File: src/rtl/tcp_ack_rx_pkg.sv
// Shared types and constants for the acknowledgement receive controller.
// Assumes header words arrive in standard TCP order, one word per beat.
package tcp_ack_rx_pkg;
    typedef enum logic [1:0] {
        RX_IDLE    = 2'd0,
        RX_LISTEN  = 2'd1,
        RX_HANDOFF = 2'd2
    } rx_state_e;

    // Beat positions and flag bit that the parser depends on.
    localparam int ACK_BEAT_IDX  = 2;
    localparam int FLAG_BEAT_IDX = 3;
    localparam int ACK_FLAG_BIT  = 20;
endpackage

File: src/rtl/seg_beat_counter.sv
// Counts the beats of the current burst and records whether the burst
// began while the controller was listening (burst ownership).
// Assumes a burst is a run of consecutive cycles with seg_valid high.
module seg_beat_counter #(
    parameter int CNT_W = 3
) (
    input  logic             clk,
    input  logic             rst_n,
    input  logic             seg_valid,
    input  logic             listening,
    output logic [CNT_W-1:0] beat_idx,
    output logic             owned
);
    localparam logic [CNT_W-1:0] BEAT_MAX = {CNT_W{1'b1}};

    // Beat index: restarts between bursts, saturates on long bursts.
    always_ff @(posedge clk) begin
        if (!rst_n || !seg_valid) begin
            beat_idx <= '0;
        end else if (beat_idx != BEAT_MAX) begin
            beat_idx <= beat_idx + 1'b1;
        end
    end

    // Ownership: decided on beat 0, dropped when the burst ends.
    always_ff @(posedge clk) begin
        if (!rst_n || !seg_valid) begin
            owned <= 1'b0;
        end else if (beat_idx == '0) begin
            owned <= listening;
        end
    end

    assert_beat_restart_R3: assert property (@(posedge clk) disable iff (!rst_n)
        !seg_valid |=> beat_idx == '0);

    assert_foreign_burst_R9: assert property (@(posedge clk) disable iff (!rst_n)
        (seg_valid && beat_idx == '0 && !listening) |=> !owned);
endmodule

File: src/rtl/ack_field_capture.sv
// Captures the acknowledgement number from its header beat and judges the
// flag beat: ACK flag set and number equal to the expected value.
// Assumes the number beat precedes the flag beat within a burst.
module ack_field_capture #(
    parameter int DATA_W   = 32,
    parameter int CNT_W    = 3,
    parameter int ACK_IDX  = 2,
    parameter int FLAG_IDX = 3,
    parameter int FLAG_BIT = 20
) (
    input  logic              clk,
    input  logic              rst_n,
    input  logic              seg_valid,
    input  logic [CNT_W-1:0]  beat_idx,
    input  logic [DATA_W-1:0] seg_word,
    input  logic [DATA_W-1:0] expect_ack,
    output logic [DATA_W-1:0] ack_num_q,
    output logic              flag_beat,
    output logic              ack_ok
);
    localparam logic [CNT_W-1:0] ACK_BEAT  = CNT_W'(ACK_IDX);
    localparam logic [CNT_W-1:0] FLAG_BEAT = CNT_W'(FLAG_IDX);

    // Number register: loaded on the acknowledgement-number beat.
    always_ff @(posedge clk) begin
        if (!rst_n) begin
            ack_num_q <= '0;
        end else if (seg_valid && beat_idx == ACK_BEAT) begin
            ack_num_q <= seg_word;
        end
    end

    // Judgement: valid only in the flag-beat cycle.
    always_comb begin
        flag_beat = seg_valid && (beat_idx == FLAG_BEAT);
        ack_ok    = seg_word[FLAG_BIT] && (ack_num_q == expect_ack);
    end

    assert_number_load_R3: assert property (@(posedge clk) disable iff (!rst_n)
        (seg_valid && beat_idx == ACK_BEAT) |=> ack_num_q == $past(seg_word));
endmodule

File: src/rtl/tcp_ack_rx_ctrl.sv
// Acknowledgement receive controller for a single-connection TCP server.
// It idles until started, accepts matching ACK segments, reports each with
// a one-cycle pulse, waits for the transmit controller to return control,
// and then either listens again or clears its state and idles.
// Assumes the transmit controller holds expect_ack steady during a segment.
module tcp_ack_rx_ctrl
    import tcp_ack_rx_pkg::*;
#(
    parameter int DATA_W = 32,
    parameter int CNT_W  = 3
) (
    input  logic              clk,
    input  logic              rst_n,
    input  logic              rx_start,
    input  logic              seg_valid,
    input  logic [DATA_W-1:0] seg_word,
    input  logic [DATA_W-1:0] expect_ack,
    input  logic              token_back,
    input  logic              app_no_data,
    output logic              ack_seen,
    output logic [DATA_W-1:0] acked_num,
    output logic              rx_busy
);
    rx_state_e         state, state_nx;
    logic [CNT_W-1:0]  beat_idx;
    logic              owned;
    logic [DATA_W-1:0] ack_num_q;
    logic              flag_beat;
    logic              ack_ok;
    logic              accept;
    logic              go_idle;

    seg_beat_counter #(.CNT_W(CNT_W)) u_beats (
        .clk       (clk),
        .rst_n     (rst_n),
        .seg_valid (seg_valid),
        .listening (state == RX_LISTEN),
        .beat_idx  (beat_idx),
        .owned     (owned)
    );

    ack_field_capture #(
        .DATA_W   (DATA_W),
        .CNT_W    (CNT_W),
        .ACK_IDX  (ACK_BEAT_IDX),
        .FLAG_IDX (FLAG_BEAT_IDX),
        .FLAG_BIT (ACK_FLAG_BIT)
    ) u_capture (
        .clk        (clk),
        .rst_n      (rst_n),
        .seg_valid  (seg_valid),
        .beat_idx   (beat_idx),
        .seg_word   (seg_word),
        .expect_ack (expect_ack),
        .ack_num_q  (ack_num_q),
        .flag_beat  (flag_beat),
        .ack_ok     (ack_ok)
    );

    // Next-state logic for the idle / listen / hand-over cycle.
    always_comb begin
        accept   = (state == RX_LISTEN) && owned && flag_beat && ack_ok;
        go_idle  = (state == RX_HANDOFF) && token_back && app_no_data;
        state_nx = state;
        unique case (state)
            RX_IDLE:    if (rx_start) state_nx = RX_LISTEN;
            RX_LISTEN:  if (accept) state_nx = RX_HANDOFF;
            RX_HANDOFF: if (token_back) state_nx = app_no_data ? RX_IDLE : RX_LISTEN;
            default:    state_nx = RX_IDLE;
        endcase
    end

    // State register.
    always_ff @(posedge clk) begin
        if (!rst_n) state <= RX_IDLE;
        else        state <= state_nx;
    end

    // Report pulse and accepted number; number cleared on going idle.
    always_ff @(posedge clk) begin
        if (!rst_n) begin
            ack_seen  <= 1'b0;
            acked_num <= '0;
        end else begin
            ack_seen <= accept;
            if (accept)       acked_num <= ack_num_q;
            else if (go_idle) acked_num <= '0;
        end
    end

    assign rx_busy = (state != RX_IDLE);

    assert_single_pulse_R5: assert property (@(posedge clk) disable iff (!rst_n)
        ack_seen |=> !ack_seen);

    assert_pulse_in_handoff_R5: assert property (@(posedge clk) disable iff (!rst_n)
        ack_seen |-> (state == RX_HANDOFF && $past(state) == RX_LISTEN));

    assert_number_matches_R4: assert property (@(posedge clk) disable iff (!rst_n)
        ack_seen |-> (acked_num == $past(expect_ack) && $past(seg_word[ACK_FLAG_BIT])));

    assert_idle_silent_R2: assert property (@(posedge clk) disable iff (!rst_n)
        (state == RX_IDLE) |-> !ack_seen);

    assert_handoff_hold_R6: assert property (@(posedge clk) disable iff (!rst_n)
        (state == RX_HANDOFF && $past(state) == RX_HANDOFF) |-> $stable(acked_num));

    assert_idle_cleared_R8: assert property (@(posedge clk) disable iff (!rst_n)
        (state == RX_IDLE && $past(state) == RX_HANDOFF) |-> acked_num == '0);
endmodule

File: config.mk
export PLATFORM = sky130hd
export DESIGN_NAME = tcp_ack_rx_ctrl
export DESIGN_NICKNAME = d
export VERILOG_FILES = /design/src/rtl/tcp_ack_rx_pkg.sv /design/src/rtl/seg_beat_counter.sv /design/src/rtl/ack_field_capture.sv /design/src/rtl/tcp_ack_rx_ctrl.sv
export SDC_FILE = /design/constraint.sdc
export NUM_CORES = 1
export LEC_CHECK = 0
export BUFFER_PORTS_ARGS = -buffer_cell sky130_fd_sc_hd__buf_2
export CAP_MARGIN = 20
export CORE_MARGIN = 5
export CORE_UTILIZATION = 50
export DETAILED_ROUTE_END_ITERATION = 6
export GPL_TIMING_DRIVEN = 0
export HOLD_SLACK_MARGIN = 0.15
export PLACE_DENSITY = 0.79
export SLEW_MARGIN = 20
export SYNTH_ARGS = -nofsm -noshare
export SYNTH_HDL_FRONTEND = slang
export SYNTH_SLANG_ARGS = --single-unit
File: constraint.sdc
create_clock -name clk -period 4.1 [get_ports clk]
set_input_delay 0.41 -clock clk [delete_from_list [all_inputs] [get_ports clk]]
set_output_delay 0.41 -clock clk [all_outputs]
set_load 0.05 [all_outputs]
==> results.md <==
* Placed cell area at 3800 sq um
* Post-synthesis cell area at 3190 sq um
* FF+latch count, synth at 71
* Synth cell types at 32
* N_diodes at 0
* RSZ-0062 raised after global routing: false
* CP arrival at 2.90 ns
* Syn Nets at 442
* IO Port Bufs at 103
* Placer congestion estimate at 0.846
* Die area at 8070 sq um
* Core area at 6280 sq um
* Kind of critical path: reg -> reg
* Most common cell on crit path: ha_1
* Vias in the first global route at 2954
* Final core area utilization at 63.8%
* Placed Cells at 547
* Clock Skews at 0.00731 ns
* Worst-Skew Late Latency at 0.34 ns
* Reg2reg end: acked_num[19]$_SDFFE_PN0P_
* Post-Synthesis Cells at 367
* Hold path cells at 3
* Syn avg cell area at 8.69 sq um
* Worst path slowest cell: nor4_4
* Drt via density at 5.06
* DR DRC count at 0
* Power Density at 345 nW/um^2
* Max Transition Viols Final at 0
* Wire per inst at 14.6 um
* Setup TNS at 0 ns
* Die Height at 89.9 um
* Cts bufs inserted at 9
* Yosys warns at 0
* Final instance area at 4010 sq um
* Initial antenna violation count at 0
* Outcome: complete, no violations
* Rows at 29
* CP Launch Type: flop
* Number of gates resized after CTS at 0
* Synthesis-to-finish area growth at 25.7%
* Share of cells above drive strength 1 at 26.1%
* Post-synth ARST share at 0%
* Delay-heaviest family, CP: simple AND/OR/NAND/NOR gates
* Fin cells at 563
* # hold bufs at CTS at 0
* Crit share post-route at 64.2%
* Min-delay src: seg_word[31]
* Number of fillers in the final layout at 566
* Clock-pin slew on the worst setup and hold paths at 0.08 ns
* Crit. End Element: flop
* GRT overflow at 0
* # IOs at 104
* Post-synthesis sequential area ratio at 44.6%
* Initial cell density of the core at 50.8%
* H-tree depth at 3
* Antenna viol nets, final at 0
* Root buf cell: clkbuf_8
* FF-to-FF Start: u_beats.beat_idx[1]$_SDFFE_PP0P_
* Largest net degree at the start of global routing at 13
* Leak Pwr at 1.70 nW
* WP data required at 4.37 ns
* EDFF count, synth at 0
* Final hold violations at 0
* Die W at 89.9 um
* # Max-Cap Violations at 0
* Drt first pass iters at 4
* Crit-path max cell delay at 0.52 ns
* Post-CTS Setup Bufs at 0
* Setup-failing EPs final at 0
* Worst Hold Path EP: u_capture.ack_num_q[31]$_SDFFE_PN0P_
* Total Power Consumption at 1.38 mW
* Routed WL at 8230 um
* Fmax at 380 MHz
* Fin nets at 556
* Worst path cell trace: ha_1, ha_1, nand4_1, a211o_1, or4_4, nor4_4, buf_6, mux2i_1
* Slew headroom at 55.3%
* Reg2reg setup slack at 1.47 ns
* First-pass GRT wire length at 13500 um
* Min-delay worst type: in -> reg
* Least-Margin Pin Slew at 0.666 ns
* WP buf/inv at 1
* R2R cell count at 8
* DP Wirelength at 6380 um
* Commonest cells after routing, fill and taps aside: nand2_1 (132), buf_2 (103), dfxtp_1 (71)
* Clk sink count at 71
* DR iter-0 viols at 95
* CTS tree: done
* Most common cell after layout, fill and taps aside: nand2_1
* Worst-path fanout max at 10
* Main flop type after synthesis: dfxtp_1
* Gr usage total at 20.5%
* Clk buf depth at 2
* Vias at 2849
* VDD IR-drop max at 0.207 mV
* Minimum clock period at 2.63 ns
[worst register-to-register path: cells and delay by family (launching register included)]
| kind | cells | cell delay [ns] |
|---|---|---|
| AND/OR/NAND/NOR | 3 | 1.08 |
| flip-flops | 1 | 0.37 |
| adder cells (fa/ha/maj) | 2 | 0.37 |
| buffers and inverters | 1 | 0.27 |
| AO/OA/AOI/OAI | 1 | 0.25 |
| multiplexers | 1 | 0.22 |
[stage by stage]
stage / hold slack, ns / setup slack, ns
CTS: 0.293 / 1.45
global placement: 0.440 / 1.59
finish: 0.309 / 1.47
detailed placement: 0.447 / 1.50
floorplan: 0.454 / 1.85
global route: 0.301 / 1.32
[cell usage after synthesis, types with 2 or more instances]
library cell,n,share of area [%]
nand2_1,132,16
dfxtp_1,71,45
mux2i_1,33,10
a21boi_0,32,7.5
xor2_1,31,8.5
clkbuf_1,14,1.6
nor4_1,8,1.6
nor2_1,6,0.71
ha_1,5,2.0
inv_1,4,0.47
a21oi_1,3,0.47
buf_1,3,0.35
buf_6,3,1.1
nand3_1,2,0.31
nand4_1,2,0.39
o21ai_0,2,0.31
[state kept, by name (all words and copies together) (netlist names)]
signal	flops
u_beats.beat_idx	3
acked_num	32
state	2
ack_seen	1
u_beats.owned	1
u_capture.ack_num_q	32
[worst max-delay path by stage]
stage	startpoint	to	slack (ns)	depth (start not counted)
floorplan	u_beats.beat_idx[1]$_SDFFE_PP0P_	acked_num[0]$_SDFFE_PN0P_	1.85	8
global placement	u_beats.beat_idx[1]$_SDFFE_PP0P_	acked_num[26]$_SDFFE_PN0P_	1.59	8
detailed placement	u_beats.beat_idx[1]$_SDFFE_PP0P_	acked_num[19]$_SDFFE_PN0P_	1.50	8
CTS	u_beats.beat_idx[1]$_SDFFE_PP0P_	acked_num[27]$_SDFFE_PN0P_	1.45	8
global route	u_beats.beat_idx[1]$_SDFFE_PP0P_	acked_num[1]$_SDFFE_PN0P_	1.32	8
finish	u_beats.beat_idx[1]$_SDFFE_PP0P_	acked_num[19]$_SDFFE_PN0P_	1.47	8
[cells by family after synthesis]
| logic type | count (synthesis) | synth area share (%) |
|---|---|---|
| flops | 71 | 44.6 |
| buf+inv | 25 | 3.65 |
| simple gates | 159 | 21.1 |
| fa+ha+maj | 5 | 1.96 |
| compound gates | 42 | 9.54 |
| mux | 33 | 10.4 |
| xor+xnor | 32 | 8.79 |
[routing by layer]
| layer | up-vias | GRT usage, % | part of all wire [%] |
|---|---|---|---|
| li1 | 1429 | - | - |
| met1 | 1308 | 24.4 | 43 |
| met2 | 92 | 33.8 | 47 |
| met3 | 20 | 5.93 | 6.5 |
| met4 | 0 | 9.68 | 2.9 |
| met5 | - | 0 | 0 |
[final cells by class]
| type | instances | area (sq um) | area share [%] |
|---|---|---|---|
| clock inverters | 5 | 56.3 | 1.40 |
| repair buffers | 103 | 515 | 12.9 |
| plain buffers | 20 | 97.6 | 2.44 |
| flip-flops and latches | 71 | 1420 | 35.5 |
| multi-input cells | 271 | 1650 | 41.2 |
| well taps | 77 | 96.3 | 2.40 |
| clock buffers | 11 | 151 | 3.78 |
| inverters | 5 | 18.8 | 0.468 |
[power by group]
part / switching (mW) / internal (mW) / leakage, nW / total, mW
Combinational: 0.0582 / 0.0475 / 1.02 / 0.106
Clock: 0.261 / 0.313 / 0.105 / 0.574
Sequential: 0.00646 / 0.696 / 0.573 / 0.702
Total: 0.326 / 1.06 / 1.70 / 1.38
Note: power is estimated with default switching activity, not from simulation.
